[src/rtl/pp_pkg.sv]
package pp_pkg;

    typedef enum logic [1:0] {
        ADR_IN_DATA  = 2'd0,
        ADR_OUT_DATA = 2'd1,
        ADR_CTRL     = 2'd2,
        ADR_STATUS   = 2'd3
    } pp_addr_e;

    localparam int CTRL_EN_IN   = 0;
    localparam int CTRL_EN_OUT  = 1;
    localparam int ST_IN_FULL   = 0;
    localparam int ST_OUT_EMPTY = 1;
    localparam int ST_OVERRUN   = 2;

endpackage

[src/rtl/pp_sync_edge.sv]
module pp_sync_edge #(
    parameter int STAGES = 2
) (
    input  logic clk,
    input  logic rst_n,
    input  logic async_i,
    output logic rise_o
);

    localparam int TOP = STAGES - 1;

    typedef struct packed {
        logic [STAGES-1:0] chain;
        logic              last;
    } sync_st_t;

    sync_st_t st_d, st_q;

    always_comb begin
        st_d          = st_q;
        st_d.chain[0] = async_i;
        for (int i = 1; i < STAGES; i++) begin
            st_d.chain[i] = st_q.chain[i-1];
        end
        st_d.last = st_q.chain[TOP];
    end

    always_ff @(posedge clk or negedge rst_n) begin
        if (!rst_n) begin
            st_q <= '0;
        end else begin
            st_q <= st_d;
        end
    end

    assign rise_o = st_q.chain[TOP] & ~st_q.last;

    // a detected edge lasts exactly one cycle
    p_rise_pulse_r10: assert property (@(posedge clk) disable iff (!rst_n)
        rise_o |=> !rise_o);

endmodule

[src/rtl/pp_in_chan.sv]
module pp_in_chan #(
    parameter int DATA_W = 8
) (
    input  logic              clk,
    input  logic              rst_n,
    input  logic              stb_rise,
    input  logic [DATA_W-1:0] dev_data,
    input  logic              pop,
    input  logic              ovr_clr,
    output logic              full_o,
    output logic              ovr_o,
    output logic [DATA_W-1:0] data_o
);

    typedef struct packed {
        logic              full;
        logic              ovr;
        logic [DATA_W-1:0] data;
    } in_st_t;

    in_st_t st_d, st_q;

    always_comb begin
        st_d = st_q;
        if (pop) begin
            st_d.full = 1'b0;
        end
        if (ovr_clr) begin
            st_d.ovr = 1'b0;
        end
        if (stb_rise) begin
            if (!st_q.full || pop) begin
                st_d.full = 1'b1;
                st_d.data = dev_data;
            end else begin
                st_d.ovr = 1'b1;
            end
        end
    end

    always_ff @(posedge clk or negedge rst_n) begin
        if (!rst_n) begin
            st_q <= '0;
        end else begin
            st_q <= st_d;
        end
    end

    assign full_o = st_q.full;
    assign ovr_o  = st_q.ovr;
    assign data_o = st_q.data;

    // an edge on an empty buffer captures the device byte
    p_capture_r2: assert property (@(posedge clk) disable iff (!rst_n)
        stb_rise && !full_o |=> full_o && (data_o == $past(dev_data)));

    // an edge on a full buffer keeps the byte and flags overrun
    p_overrun_r5: assert property (@(posedge clk) disable iff (!rst_n)
        stb_rise && full_o && !pop |=> ovr_o && $stable(data_o));

    // a processor read without a new edge empties the buffer
    p_pop_r3: assert property (@(posedge clk) disable iff (!rst_n)
        pop && !stb_rise |=> !full_o);

endmodule

[src/rtl/pp_out_chan.sv]
module pp_out_chan #(
    parameter int DATA_W = 8
) (
    input  logic              clk,
    input  logic              rst_n,
    input  logic              wr,
    input  logic [DATA_W-1:0] wdata,
    input  logic              ack_rise,
    output logic              full_o,
    output logic [DATA_W-1:0] data_o
);

    typedef struct packed {
        logic              full;
        logic [DATA_W-1:0] data;
    } out_st_t;

    out_st_t st_d, st_q;

    always_comb begin
        st_d = st_q;
        if (ack_rise) begin
            st_d.full = 1'b0;
        end
        if (wr && (!st_q.full || ack_rise)) begin
            st_d.full = 1'b1;
            st_d.data = wdata;
        end
    end

    always_ff @(posedge clk or negedge rst_n) begin
        if (!rst_n) begin
            st_q <= '0;
        end else begin
            st_q <= st_d;
        end
    end

    assign full_o = st_q.full;
    assign data_o = st_q.data;

    // a write to an empty buffer loads it
    p_load_r6: assert property (@(posedge clk) disable iff (!rst_n)
        wr && !full_o |=> full_o && (data_o == $past(wdata)));

    // a write to a full buffer is dropped
    p_drop_r6: assert property (@(posedge clk) disable iff (!rst_n)
        wr && full_o && !ack_rise |=> $stable(data_o) && full_o);

    // an acknowledge edge with no new write empties the buffer
    p_ack_r7: assert property (@(posedge clk) disable iff (!rst_n)
        ack_rise && !wr |=> !full_o);

endmodule

[src/rtl/hs_parallel_port.sv]
module hs_parallel_port
    import pp_pkg::*;
#(
    parameter int DATA_W      = 8,
    parameter int SYNC_STAGES = 2
) (
    input  logic              clk,
    input  logic              rst_n,
    input  logic [DATA_W-1:0] dev_in_data,
    input  logic              dev_stb,
    output logic              port_rdy,
    output logic [DATA_W-1:0] dev_out_data,
    output logic              buf_full,
    input  logic              dev_ack,
    input  logic [1:0]        reg_addr,
    input  logic              reg_wr,
    input  logic              reg_rd,
    input  logic [DATA_W-1:0] reg_wdata,
    output logic [DATA_W-1:0] reg_rdata,
    output logic              irq
);

    typedef struct packed {
        logic en_in;
        logic en_out;
    } ctrl_st_t;

    ctrl_st_t ctrl_d, ctrl_q;

    pp_addr_e          addr;
    logic              stb_rise, ack_rise;
    logic              in_pop, ovr_clr, out_wr;
    logic              in_full, in_ovr, out_full;
    logic [DATA_W-1:0] in_data;

    assign addr    = pp_addr_e'(reg_addr);
    assign in_pop  = reg_rd && (addr == ADR_IN_DATA);
    assign out_wr  = reg_wr && (addr == ADR_OUT_DATA);
    assign ovr_clr = reg_wr && (addr == ADR_STATUS) && reg_wdata[ST_OVERRUN];

    pp_sync_edge #(.STAGES(SYNC_STAGES)) u_stb_sync (
        .clk    (clk),
        .rst_n  (rst_n),
        .async_i(dev_stb),
        .rise_o (stb_rise)
    );

    pp_sync_edge #(.STAGES(SYNC_STAGES)) u_ack_sync (
        .clk    (clk),
        .rst_n  (rst_n),
        .async_i(dev_ack),
        .rise_o (ack_rise)
    );

    pp_in_chan #(.DATA_W(DATA_W)) u_in (
        .clk     (clk),
        .rst_n   (rst_n),
        .stb_rise(stb_rise),
        .dev_data(dev_in_data),
        .pop     (in_pop),
        .ovr_clr (ovr_clr),
        .full_o  (in_full),
        .ovr_o   (in_ovr),
        .data_o  (in_data)
    );

    pp_out_chan #(.DATA_W(DATA_W)) u_out (
        .clk     (clk),
        .rst_n   (rst_n),
        .wr      (out_wr),
        .wdata   (reg_wdata),
        .ack_rise(ack_rise),
        .full_o  (out_full),
        .data_o  (dev_out_data)
    );

    always_comb begin
        ctrl_d = ctrl_q;
        if (reg_wr && (addr == ADR_CTRL)) begin
            ctrl_d.en_in  = reg_wdata[CTRL_EN_IN];
            ctrl_d.en_out = reg_wdata[CTRL_EN_OUT];
        end
    end

    always_ff @(posedge clk or negedge rst_n) begin
        if (!rst_n) begin
            ctrl_q <= '0;
        end else begin
            ctrl_q <= ctrl_d;
        end
    end

    always_comb begin
        reg_rdata = '0;
        unique case (addr)
            ADR_IN_DATA:  reg_rdata = in_data;
            ADR_OUT_DATA: reg_rdata = dev_out_data;
            ADR_CTRL: begin
                reg_rdata[CTRL_EN_IN]  = ctrl_q.en_in;
                reg_rdata[CTRL_EN_OUT] = ctrl_q.en_out;
            end
            ADR_STATUS: begin
                reg_rdata[ST_IN_FULL]   = in_full;
                reg_rdata[ST_OUT_EMPTY] = ~out_full;
                reg_rdata[ST_OVERRUN]   = in_ovr;
            end
            default: reg_rdata = '0;
        endcase
    end

    assign port_rdy = ~in_full;
    assign buf_full = out_full;
    assign irq      = (ctrl_q.en_in & in_full) | (ctrl_q.en_out & ~out_full);

    // the ready line only returns after a processor read of the input data
    p_rdy_return_r3: assert property (@(posedge clk) disable iff (!rst_n)
        $rose(port_rdy) |-> $past(in_pop));

    // the full line only drops after a synchronized acknowledge edge
    p_full_drop_r7: assert property (@(posedge clk) disable iff (!rst_n)
        $fell(buf_full) |-> $past(ack_rise));

    // with both enables clear no interrupt is raised
    p_irq_masked_r4: assert property (@(posedge clk) disable iff (!rst_n)
        !ctrl_q.en_in && !ctrl_q.en_out |-> !irq);

endmodule

[config.mk]
export PLATFORM = sky130hd
export DESIGN_NAME = hs_parallel_port
export DESIGN_NICKNAME = d
export VERILOG_FILES = /design/src/rtl/pp_pkg.sv /design/src/rtl/pp_sync_edge.sv /design/src/rtl/pp_in_chan.sv /design/src/rtl/pp_out_chan.sv /design/src/rtl/hs_parallel_port.sv
export SDC_FILE = /design/constraint.sdc
export NUM_CORES = 1
export LEC_CHECK = 0
export BUFFER_PORTS_ARGS = -buffer_cell sky130_fd_sc_hd__buf_2
export CAP_MARGIN = 10
export CORE_MARGIN = 2
export CORE_UTILIZATION = 50
export CTS_BUF_LIST = sky130_fd_sc_hd__clkbuf_2
export CTS_CLUSTER_DIAMETER = 100
export CTS_CLUSTER_SIZE = 24
export DETAILED_ROUTE_END_ITERATION = 6
export PLACE_DENSITY_LB_ADDON = 0.15
export SYNTH_ARGS = -nofsm -noshare
export SYNTH_HDL_FRONTEND = slang
export SYNTH_SLANG_ARGS = --single-unit
[constraint.sdc]
create_clock -name clk -period 1.5 [get_ports clk]
set_input_delay 0.3 -clock clk [delete_from_list [all_inputs] [get_ports clk]]
set_output_delay 0.3 -clock clk [all_outputs]
set_load 0.02 [all_outputs]
# Word-level counts from Yosys, hierarchy flattened
# Index checks and enable logic that the tools add are counted.
dict set report op_classes {
  bitwise 9
  mux 11
  n_reduce_logical 13
  eq_ne 3
}
# operator count
set op_table {}
lappend op_table {{$mux 10} 1}
lappend op_table {{$pmux 5 s2} 1}
lappend op_table {{$mux 9} 1}
lappend op_table {{$mux 8} 1}
lappend op_table {{$pmux 2 s4} 1}
lappend op_table {{$logic_and 1x1->1} 6}
lappend op_table {{$mux 1} 5}
lappend op_table {{$and 1x1->1} 4}
lappend op_table {{$eq 2x2->1 const B} 2}
lappend op_table {{$not 1->1} 4}
lappend op_table {{$pmux 1 s3} 1}
lappend op_table {{$eq 2x1->1 const B} 1}
lappend op_table {{$logic_not 1->1} 2}
lappend op_table {{$logic_not 2->1} 1}
lappend op_table {{$logic_or 1x1->1} 2}
lappend op_table {{$reduce_and 2->1} 1}
lappend op_table {{$reduce_bool 2->1} 1}
lappend op_table {{$or 1x1->1} 1}
dict set report word_totals {
  register_bits 27
  output_inout_bits 19
  in_bits 24
}

# Depth between registers and ports, before layout
# Gate-level depths: netlist of run 1.
dict set report logic_depth {
  word_depth 6
  mapped_depth 4
}

# Modules after synthesis
# From an unflattened synthesis of run 1, not the netlist that was laid out.
dict set report hier_totals {
  cells_unflattened 82
  hier_area_um2 1265.0
}
# mod n_inst cells_each seq_area_each_um2 area_per_inst_um2
set by_module_without_submodules {}
lappend by_module_without_submodules {pp_in_chan 1 24 250.2 412.9}
lappend by_module_without_submodules {pp_out_chan 1 20 225.2 377.9}
lappend by_module_without_submodules {hs_parallel_port 1 30 50.0 296.5}
lappend by_module_without_submodules {pp_sync_edge 2 4 75.1 88.8}

# Worst setup path after synthesis of run 1
# OpenSTA, ideal clock, no wires.
dict set report synth_timing {
  path_type {input port to flip-flop}
  startpoint {input port reg_addr[1]}
  endpoint {register u_in.st_q, in the netlist u_in.data_o[0]}
  stages 3
  t_arrival_ns 1.300
  required_ns 1.375
  setup_slack_ns 0.076
  path_cell_list {or3b_4 > a21oi_4 > mux2_2}
}
dict set report synth_between {
  elab_chain_cells 4
}
# item line
set synth_lines {}
lappend synth_lines {{from (decl)} hs_parallel_port.sv:15} ;# input logic [1:0] reg_addr,
lappend synth_lines {{$logic_not 2->1} hs_parallel_port.sv:37} ;# assign in_pop = reg_rd && (addr == ADR_IN_DATA);
lappend synth_lines {{$logic_and 1x1->1} hs_parallel_port.sv:37}
lappend synth_lines {{$logic_or 1x1->1} pp_in_chan.sv:32} ;# if (!st_q.full || pop) begin
lappend synth_lines {{$reduce_and 2->1 (no source line)} -}
lappend synth_lines {{to (signal assigned)} pp_in_chan.sv:45} ;# st_q <= st_d;
lappend synth_lines {{to (decl)} pp_in_chan.sv:21} ;# in_st_t st_d, st_q;
# Every way passes these cells.
# A chain may end at the register's enable or synchronous reset.

# Final worst setup path of run 1
dict set report layout_timing {
  startpoint {register u_out.st_q, in the netlist u_out.full_o}
  endpoint {output port reg_rdata[1]}
}
dict set report layout_between {
  elab_chain_cells 2
}
# item line
set layout_lines {}
lappend layout_lines {{from (decl)} pp_out_chan.sv:18} ;# out_st_t st_d, st_q;
lappend layout_lines {{from (signal assigned)} pp_out_chan.sv:35} ;# st_q <= st_d;
lappend layout_lines {{$not 1->1} hs_parallel_port.sv:104} ;# reg_rdata[ST_OUT_EMPTY] = ~out_full;
lappend layout_lines {{$pmux 2 s4} hs_parallel_port.sv:95} ;# unique case (addr)
lappend layout_lines {{to (decl)} hs_parallel_port.sv:19} ;# output logic [DATA_W-1:0] reg_rdata,
# Every way passes these cells.

==> metrics, run 1 <==
ports placed on the boundary 43; Synth area leaders sky130_fd_sc_hd__dfrtp_1, sky130_fd_sc_hd__mux2_2, sky130_fd_sc_hd__mux2i_1; diode insertion count for antenna repair 0; Crit path required time 1.20 ns; sequential element share of the synthesized area 0.596; maximum number of pins on one net before global-route repair 28; number of standard-cell rows in the floorplan 17; area leader, netlist sky130_fd_sc_hd__dfrtp_1; all-layer global routing usage 0.180; # placed instances 153; maximum vdd drop a little over 800 uV; clock latency on the worst-skew pair approximately 0.33 ns; Critical Path Fanout Max 2; number of register bits inferred by synthesis 27; DIE AREA 2660 um^2; final std cells w/o fill 163; iteration-0 DRC count of the detailed router 5; Final WS setup -0.207 ns; gpl congestion 0.710; horizontal die dimension 51.6 um; final-report max-slew violation count 0; Via-to-Cell Ratio 4.94; Die Height 51.6 um; growth of design area from synthesis to finish 32.8%; reported leakage power 0.749 nW; portion of synthesized cell area occupied by the leading cell type 0.596; transition time at the pin with the least slew margin between 0.5 and 0.6 ns; slowest stage delay, CP 0.46 ns; result of the run finished with violations; FMAX 586 MHz; largest delay contributor family on the critical path multiplexers; total half-perimeter wirelength after legalization and detailed placement between 1500 and 2000 um; post-route setup TNS -0.496 ns; Tightest Hold Check Type input pin to flop; Num CTS Buffers 3; total power of the final layout 1.86 mW; syn nets 102; max-cap violation count 0; global-route wire length before repair 3440 um; clock root buffer sky130_fd_sc_hd__clkbuf_2; First-pass DRT Iterations 3; overall via count from detail_route 806; clock edge transition at the registers on the reported setup and hold paths ~0.24 ns; number of failing hold endpoints at the final stage 0; chain of cells forming the critical path inv_2 -> mux4_2 -> buf_6; via count of the first global-routing pass 767; number of buffers and inverters on the critical path 2; H-tree lvl count 1; final-stage net count 160; detail-routed net length per standard cell between 10 and 15 um; Setup Crit Path Kind flop to output pin; Yosys warning total 0; total grt overflow 0; Post-Synthesis Mean Instance Area 14.5 um^2; clock buffer depth 2; count of mapped cells out of synthesis 78; number of routed nets with antenna violations 0; remaining routing DRC violations 0; Synth Cell Area 1130 um^2; Synth cell types 19; area of the placeable core approximately 2200 um^2; number of clock sinks 27; aggregate routed wire length 2150 um; slowest CP cell sky130_fd_sc_hd__mux4_2; number of buffer cells added on primary ports 42; final worst-path cycle share 1.14; initial antenna violation count 0; CTS tree done; violated checks setup timing; startpoint type of the worst setup path flop; kind of capture point of the worst setup path output pin; RSZ-0062 raised after global routing true; relative max-transition margin 0.605; final period demand of the worst path 1.71 ns; effective utilization at floorplan 0.522; proportion of layout cells with a drive suffix above 1 0.615; largest clock skew in the final design 0.00637 ns; Setup Slack @ Placement -0.149 ns; Critical Path AT 1.41 ns; power per cell area between 1000 and 1500 nW/um^2; Final setup violation count 3
## cells in the mapped netlist (all sizes together)
cell and number:
nor2 5, inv 2, buf 2, mux4 2
o21ai 2, a21bo 1, nand2b 2, a21oi 2
nand3b 2, nand3 1, a22o 1, nand2 3
nand4 1, mux2 18, dfrtp 27, mux2i 6
or3b 1
## metal layers
metal / track usage / wire [um] / vias up
met5: 0 / 0 / -
met4: 0.0526 / 14 / 0
met3: 0.0374 / 122 / 2
met2: 0.301 / 1050 / 24
met1: 0.237 / 966 / 391
li1: - / - / 389
## flip-flops by register name (all words and copies together), names as in the netlist
| name | count |
|---|---|
| ctrl_q | 2 |
| u_ack_sync.st_d | 2 |
| u_ack_sync.st_q | 1 |
| u_in.data_o | 8 |
| u_in.full_o | 1 |
| u_in.ovr_o | 1 |
| u_out.data_o | 8 |
| u_out.full_o | 1 |
| u_stb_sync.st_d | 2 |
| u_stb_sync.st_q | 1 |
## placed cells by master, fill, tap and decap left out
| master | netlist | layout |
|---|---|---|
| sky130_fd_sc_hd__nand2_1 | 3 | 3 |
| sky130_fd_sc_hd__buf_4 | 0 | 13 |
| sky130_fd_sc_hd__clkbuf_2 | 0 | 4 |
| sky130_fd_sc_hd__a21oi_4 | 1 | 1 |
| sky130_fd_sc_hd__o21ai_0 | 2 | 1 |
| sky130_fd_sc_hd__nand2b_1 | 2 | 2 |
| sky130_fd_sc_hd__a21oi_2 | 1 | 1 |
| sky130_fd_sc_hd__dfrtp_1 | 27 | 27 |
| sky130_fd_sc_hd__o21ai_1 | 0 | 1 |
| sky130_fd_sc_hd__buf_2 | 1 | 39 |
| sky130_fd_sc_hd__nor2_1 | 5 | 5 |
| sky130_fd_sc_hd__a22o_1 | 1 | 1 |
| sky130_fd_sc_hd__a21bo_2 | 1 | 1 |
| sky130_fd_sc_hd__mux4_2 | 2 | 2 |
| sky130_fd_sc_hd__dlygate4sd3_1 | 0 | 1 |
| sky130_fd_sc_hd__buf_6 | 0 | 2 |
| sky130_fd_sc_hd__nand3_1 | 1 | 1 |
| sky130_fd_sc_hd__nand3b_1 | 2 | 2 |
| sky130_fd_sc_hd__inv_2 | 0 | 1 |
| sky130_fd_sc_hd__nand4_1 | 1 | 1 |
| sky130_fd_sc_hd__or3b_4 | 1 | 1 |
| sky130_fd_sc_hd__inv_1 | 2 | 1 |
| sky130_fd_sc_hd__mux2i_1 | 6 | 6 |
| sky130_fd_sc_hd__mux2_2 | 18 | 18 |
## power breakdown
part	switching (mW)	internal, mW	total (mW)
Sequential	0.0791	0.873	0.952
Clock	0.204	0.0704	0.274
Combinational	0.308	0.321	0.629
## metrics by stage
stage	util	hold WS, ns	cell area, um^2
finish	0.694	0.0476	1510
detailed placement	0.656	0.339	1420
global route	0.694	0.00646	1510
global placement	0.656	0.332	1420
floorplan	-	0.00441	1130
CTS	0.682	0.0352	1480
## cell type report
class	count	area, um^2
Inverter	2	7.51
Timing Repair Buffer	55	325
Multi-Input combinational cell	47	442
Tap cell	28	35.0
Sequential cell	27	676
Clock buffer	4	20.0
Fill cell	174	664
## path summary, 6_finish.rpt
check / startpoint / endpoint / slack [ns] / depth (start not counted)
worst max register to register: u_stb_sync.st_q[0] / u_in.data_o[7] / 0.14 / 3
worst min register to register: u_stb_sync.st_d[2] / u_stb_sync.st_d[0] / 0.39 / 0
worst max-delay path: u_out.full_o / reg_rdata[1] / -0.21 / 3
min in group asynchronous: rst_n / u_in.ovr_o / 0.45 / 2
max in group asynchronous: rst_n / u_ack_sync.st_q[0] / 0.67 / 2
worst min-delay path: dev_ack / u_ack_sync.st_d[2] / 0.05 / 1
## timing repair
action / CTS / global route
gates resized for setup: 5 / 2
hold endpoints to repair: 27 / 0
hold buffers: 1 / 0
pin swaps: 0 / 0
setup endpoints to repair: 4 / 8
buffers inserted: 2 / 3
## logic make-up (layout without fill, tap and decap cells)
kind of cell | count (synthesis) | count (layout) | synth area share
simple gates | 15 | 15 | 0.0706
mux | 26 | 26 | 0.272
compound gates | 6 | 6 | 0.0475
flops | 27 | 27 | 0.596
buf+inv | 4 | 61 | 0.0143
Power figures use the tool's default switching activity.
==> run 2, diff against run 1 <==
- CORE_UTILIZATION: 50 -> 45
- CTS_CLUSTER_SIZE: 24 -> not set
- RECOVER_POWER: not set -> 25
- clock period: 1.5 -> 1.4 ns (I/O delays scaled with it)
==> run 2 against run 1 <==
Against the previous run: the flow still finishes with violations (setup timing); flip-flop and latch count is the same; register-to-register slack lost 0.15 ns; clock power grew 3%; via count grew 7.6%; count of clock-buffer cells in the layout is the same; critical path type unchanged; largest cell class unchanged.
==> metrics, run 2 (synthesized netlist as in run 1, its figures left out) <==
largest clock skew in the final design 0.00890 ns (+0.00253 ns); proportion of layout cells with a drive suffix above 1 0.634 (+0.0197); global-route wire length before repair 3800 um (+10%); clock root buffer sky130_fd_sc_hd__clkbuf_2; power per cell area 1280 nW/um^2 (+4.2%); number of buffer cells added on primary ports 42 (unchanged); RSZ-0062 raised after global routing true; Setup Slack @ Placement -0.213 ns (-0.0642 ns); DIE AREA 2940 um^2 (+10%); kind of capture point of the worst setup path output pin; slowest stage delay, CP 0.47 ns (about the same); commonest non-fill, non-tap cells in the layout sky130_fd_sc_hd__buf_2, sky130_fd_sc_hd__dfrtp_1, sky130_fd_sc_hd__buf_4; Critical Path Fanout Max 2 (unchanged); iteration-0 DRC count of the detailed router 11 (+6); transition time at the pin with the least slew margin 0.651 ns (+0.0581 ns); Critical Path AT 1.41 ns (about the same); diode insertion count for antenna repair 0 (unchanged); slowest CP cell sky130_fd_sc_hd__mux4_2; most common library cell in the layout ignoring fill and taps sky130_fd_sc_hd__buf_2; First-pass DRT Iterations 4 (+1); violated checks setup timing; final period demand of the worst path 1.69 ns; Setup Crit Path Kind flop to output pin; footprint of the flip-flops and latches 676 um^2 (unchanged); number of routed nets with antenna violations 0 (unchanged); Die Height 54.2 um (+5.0%); number of standard-cell rows in the floorplan 18 (+1); Final WS setup -0.288 ns (-0.0815 ns); gpl congestion 0.722 (+1.7%); initial antenna violation count 0 (unchanged); area taken by multi-input logic gates 485 um^2 (+9.9%); aggregate routed wire length 2530 um (+17%); startpoint type of the worst setup path flop; ports placed on the boundary 43 (unchanged); FMAX 592 MHz; post-placement cell area 1450 um^2 (+1.6%); relative max-transition margin 0.566 (-0.0387); max-cap violation count 0 (unchanged); total grt overflow 0 (unchanged); final-stage net count 170 (+6.3%); final worst-path cycle share 1.21; number of buffers and inverters on the critical path 2 (unchanged); clock latency on the worst-skew pair 0.33 ns (about the same); detail-routed net length per standard cell 14.4 um (+9.2%); area of the placeable core 2430 um^2 (+12%); count of fill cells added during filler insertion 175 (+0.57%); remaining routing DRC violations 0 (unchanged); growth of design area from synthesis to finish 48.9%; Final Instance Area 1690 um^2 (+12%); largest delay contributor family on the critical path multiplexers; H-tree lvl count 1 (unchanged); total half-perimeter wirelength after legalization and detailed placement 1680 um (+6.7%); post-route setup TNS -1.01 ns (-0.514 ns); clock edge transition at the registers on the reported setup and hold paths 0.23 ns (about the same); overall via count from detail_route 867 (+7.6%); via count of the first global-routing pass 848 (+11%); Crit path required time 1.12 ns (-0.08 ns); maximum number of pins on one net before global-route repair 28 (unchanged); number of failing hold endpoints at the final stage 0 (unchanged); clock buffer depth 2 (unchanged); result of the run finished with violations; Via-to-Cell Ratio 4.95 (+0.19%); effective utilization at floorplan 0.466 (-0.0564); all-layer global routing usage 0.188 (+0.00751); Tightest Hold Check Type input pin to flop; CTS tree done; Final setup violation count 10 (+7); maximum vdd drop 1020 uV (+24%); tightest hold margin 0.163 ns (+0.115 ns); Num CTS Buffers 3 (unchanged); reported leakage power 0.839 nW (+12%); horizontal die dimension 54.2 um (+5.0%); number of clock sinks 27 (unchanged); chain of cells forming the critical path inv_2 -> mux4_2 -> buf_6; final-report max-slew violation count 0 (unchanged)
==> run 2: changes by cell type in the layout (fill, tap and decap cells not counted), moves of 4 or more <==
cell,change
sky130_fd_sc_hd__mux2_2,-9
sky130_fd_sc_hd__buf_4,+4
sky130_fd_sc_hd__buf_2,-6
sky130_fd_sc_hd__buf_6,+6
sky130_fd_sc_hd__mux2_4,+9
==> run 2: worst reg2reg max path, cell delays in order (launching register included) <==
cell and delay [ns]:
sky130_fd_sc_hd__dfrtp_1 0.44, sky130_fd_sc_hd__buf_4 0.14, sky130_fd_sc_hd__buf_6 0.12, sky130_fd_sc_hd__a21oi_4 0.16
sky130_fd_sc_hd__buf_12 0.16, sky130_fd_sc_hd__mux2_4 0.31
==> run 2: metal layers <==
layer  up-vias  track usage  routed length [um]
met1       426        0.257                1220
met4         0       0.0792                  10
met5         -            0                   0
met3         2       0.0278                 104
met2        26        0.295                1190
li1        413            -                   -
==> run 2: area by class of cell <==
class | count | area share
repair buffers | 65 | 0.274
inverters | 2 | 0.00445
multi-input cells | 47 | 0.288
well taps | 30 | 0.0222
clock buffers | 4 | 0.0119
flip-flops and latches | 27 | 0.400
==> run 2: stage by stage <==
stage	utilization	power, mW	cells
after global routing	0.694	2.31	175
after floorplan	-	1.43	78
after CTS	0.655	2.09	172
final	0.694	2.17	175
after global placement	0.594	1.65	156
after detailed placement	0.594	1.67	156
==> run 2: report_power, final <==
group	leakage (nW)	internal, mW	switching (mW)
registers	0.315	0.935	0.0861
logic	0.507	0.481	0.385
clock network	0.0166	0.0755	0.206
total	0.839	1.49	0.677
==> run 2: worst paths after layout <==
kind / endpoint / startpoint / cells after the start / slack (ns)
max: reg_rdata[1] / u_out.full_o / 3 / -0.29
min: u_in.data_o[2] / dev_in_data[2] / 2 / 0.16
max reg2reg: u_out.data_o[3] / u_out.full_o / 5 / -0.01
min reg2reg: u_ack_sync.st_d[0] / u_ack_sync.st_d[2] / 0 / 0.38
max in group asynchronous: u_out.data_o[7] / rst_n / 2 / 0.51
min in group asynchronous: ctrl_q[0] / rst_n / 2 / 0.47
==> run 2: repair_timing <==
item,CTS,global route
endpoints found under the setup margin,10,30
hold buffers,1,2
buffers inserted,11,4
gates resized for setup,12,20
pin swaps,1,2
hold endpoints to repair,27,2
==> run 3, diff against run 2 <==
- BUFFER_PORTS_ARGS: -buffer_cell sky130_fd_sc_hd__buf_2 -> not set
- CORE_UTILIZATION: 45 -> 58
- DONT_BUFFER_PORTS: not set -> 1
==> run 3 against run 2 <==
Against the previous run: register-to-register slack improved by 0.10 ns; core utilization increased by 8.6 points; via count is 19% lower; critical path depth decreased by 1; flip-flop and latch count is the same; largest cell class unchanged; cell count down 28%; non-clock buffer count decreased by 44; first-iteration DRC count is 91% lower; combinational power shrank 29%; setup slack improved by 0.077 ns; the flow still finishes with violations (setup timing); maximum frequency rose by 4.8%; routed wire length fell by 19%.
==> metrics, run 3 (synthesized netlist as in run 1, its figures left out) <==
CTS tree done; count of fill cells added during filler insertion 131 (-25%); Critical Path AT 1.33 ns (-0.08 ns); largest clock skew in the final design 0.00855 ns (-0.000350 ns); final-stage net count 126 (-26%); final std cells w/o fill 126 (-28%); final-report max-slew violation count 0 (unchanged); horizontal die dimension 48.2 um (-11%); area of the placeable core 1780 um^2 (-27%); all-layer global routing usage 0.186 (-0.00201); maximum vdd drop 1170 uV (+15%); detail-routed net length per standard cell 16.2 um (+12%); initial antenna violation count 0 (unchanged); r2r setup slk 0.09 ns (+0.10 ns); number of buffer cells added on primary ports 0 (-100%); kind of capture point of the worst setup path output pin; Die Height 48.2 um (-11%); Final Instance Area 1390 um^2 (-18%); H-tree lvl count 1 (unchanged); combinational power share 0.319 (-0.080); violated checks setup timing; clock buffer depth 2 (unchanged); number of standard-cell rows in the floorplan 15 (-3); power dissipated by switching net loads 605 uW (-11%); Via-to-Cell Ratio 5.57 (+12%); commonest non-fill, non-tap cells in the layout sky130_fd_sc_hd__dfrtp_1, sky130_fd_sc_hd__mux2_2, sky130_fd_sc_hd__buf_4; tightest hold margin 0.0719 ns (-0.0911 ns); reported leakage power 0.618 nW (-26%); remaining routing DRC violations 0 (unchanged); # placed instances 111 (-29%); proportion of layout cells with a drive suffix above 1 0.554 (-0.0800); final period demand of the worst path 1.61 ns (-0.0774 ns); relative max-transition margin 0.577 (+0.0115); post-placement cell area 1240 um^2 (-14%); total grt overflow 0 (unchanged); DIE AREA 2320 um^2 (-21%); result of the run finished with violations; iteration-0 DRC count of the detailed router 1 (-10); startpoint type of the worst setup path flop; effective utilization at floorplan 0.636 (+0.170); total half-perimeter wirelength after legalization and detailed placement 1430 um (-15%); footprint of the flip-flops and latches 678 um^2 (+0.37%); overall via count from detail_route 702 (-19%); ports placed on the boundary 43 (unchanged); maximum number of pins on one net before global-route repair 28 (unchanged); core utilization of the finished layout 0.780 (+0.0857); power share of the sequential group 0.534 (+0.063); Final WS setup -0.211 ns (+0.0774 ns); area taken by multi-input logic gates 462 um^2 (-4.9%); diode insertion count for antenna repair 0 (unchanged); Crit path required time 1.12 ns (about the same); number of routed nets with antenna violations 0 (unchanged); most common library cell in the layout ignoring fill and taps sky130_fd_sc_hd__dfrtp_1; clock network fraction of design power 0.147 (+0.017); gpl congestion 0.714 (-1.2%); global-route wire length before repair 2910 um (-23%); aggregate routed wire length 2040 um (-19%); number of clock sinks 27 (unchanged); Critical Path Fanout Max 2 (unchanged); FMAX 621 MHz (+4.8%); clock latency on the worst-skew pair 0.33 ns (about the same); growth of design area from synthesis to finish 22.6%; internal power component 1.32 mW (-11%); power per cell area 1390 nW/um^2 (+7.9%); number of failing hold endpoints at the final stage 0 (unchanged); max-cap violation count 0 (unchanged); final worst-path cycle share 1.15 (-0.0553); Setup Slack @ Placement -0.104 ns (+0.109 ns); Setup Crit Path Kind flop to output pin; clock root buffer sky130_fd_sc_hd__clkbuf_2; clock edge transition at the registers on the reported setup and hold paths 0.23 ns (about the same); Num CTS Buffers 3 (unchanged); First-pass DRT Iterations 3 (-1); switching part of the total 0.314 (+0.00186); transition time at the pin with the least slew margin 0.634 ns (-0.0173 ns); via count of the first global-routing pass 664 (-22%); RSZ-0062 raised after global routing true; Final setup violation count 4 (-6); Tightest Hold Check Type input pin to flop
==> run 3: cell count changes in the layout (fill, tap and decap cells not counted), moves of 3 or more <==
cell | previous run | this run
sky130_fd_sc_hd__buf_4 | 17 | 14
sky130_fd_sc_hd__mux2_2 | 9 | 18
sky130_fd_sc_hd__nor2_2 | 0 | 5
sky130_fd_sc_hd__buf_2 | 33 | 0
sky130_fd_sc_hd__nor2_1 | 5 | 0
sky130_fd_sc_hd__buf_6 | 8 | 1
sky130_fd_sc_hd__mux2_4 | 9 | 0
==> run 3: metal layers <==
metal | wire length [um] | GRT usage
met1 | 817 | 0.218
met5 | 0 | 0
met4 | 10 | 0.0811
met2 | 1080 | 0.332
met3 | 129 | 0.0296
==> run 3: power by group through the flow <==
stage | combinational (mW) | sequential, mW | clock, mW
3_5_place_dp | 0.524 | 1.05 | 0
4_1_cts | 0.588 | 1.03 | 0.293
6_report | 0.616 | 1.03 | 0.283
2_1_floorplan | 0.320 | 1.11 | 0
5_1_grt | 0.664 | 1.05 | 0.324
3_3_place_gp | 0.512 | 1.04 | 0
==> run 3: stage by stage <==
step                      setup TNS (ns)  total power, mW
final                             -0.714             1.93
after global routing               -1.06             2.04
after CTS                         -0.699             1.91
after detailed placement          -0.743             1.57
after global placement            -0.516             1.56
after floorplan                        0             1.43
==> run 3: cell type report <==
cell class | instances | share of cell area
Inverter | 2 | 0.00540
Tap cell | 25 | 0.0225
Sequential cell | 27 | 0.488
Clock buffer | 4 | 0.0144
Timing Repair Buffer | 21 | 0.138
Multi-Input combinational cell | 47 | 0.332
==> run 3: final timing paths <==
| path | startpoint | to | cells past startpoint |
|---|---|---|---|
| worst max-delay path | u_out.full_o | reg_rdata[1] | 2 |
| worst min-delay path | dev_in_data[4] | u_in.data_o[4] | 1 |
| worst max register to register | u_out.full_o | u_out.data_o[4] | 4 |
| worst min register to register | u_ack_sync.st_d[2] | u_ack_sync.st_d[0] | 0 |
| max in group asynchronous | rst_n | u_in.full_o | 2 |
| min in group asynchronous | rst_n | u_out.data_o[0] | 2 |
==> run 3: timing repair <==
action,4_1_cts,5_1_grt
setup endpoints to repair,9,17
resized for setup,8,4
buffers inserted,3,4
pin swaps,0,2
hold buffers,4,0
hold endpoints to repair,29,0
==> run 3: worst max-delay path: stages, from the launching register on <==
cell and delay (ns):
sky130_fd_sc_hd__dfrtp_1 0.42, sky130_fd_sc_hd__inv_2 0.05, sky130_fd_sc_hd__mux4_2 0.54
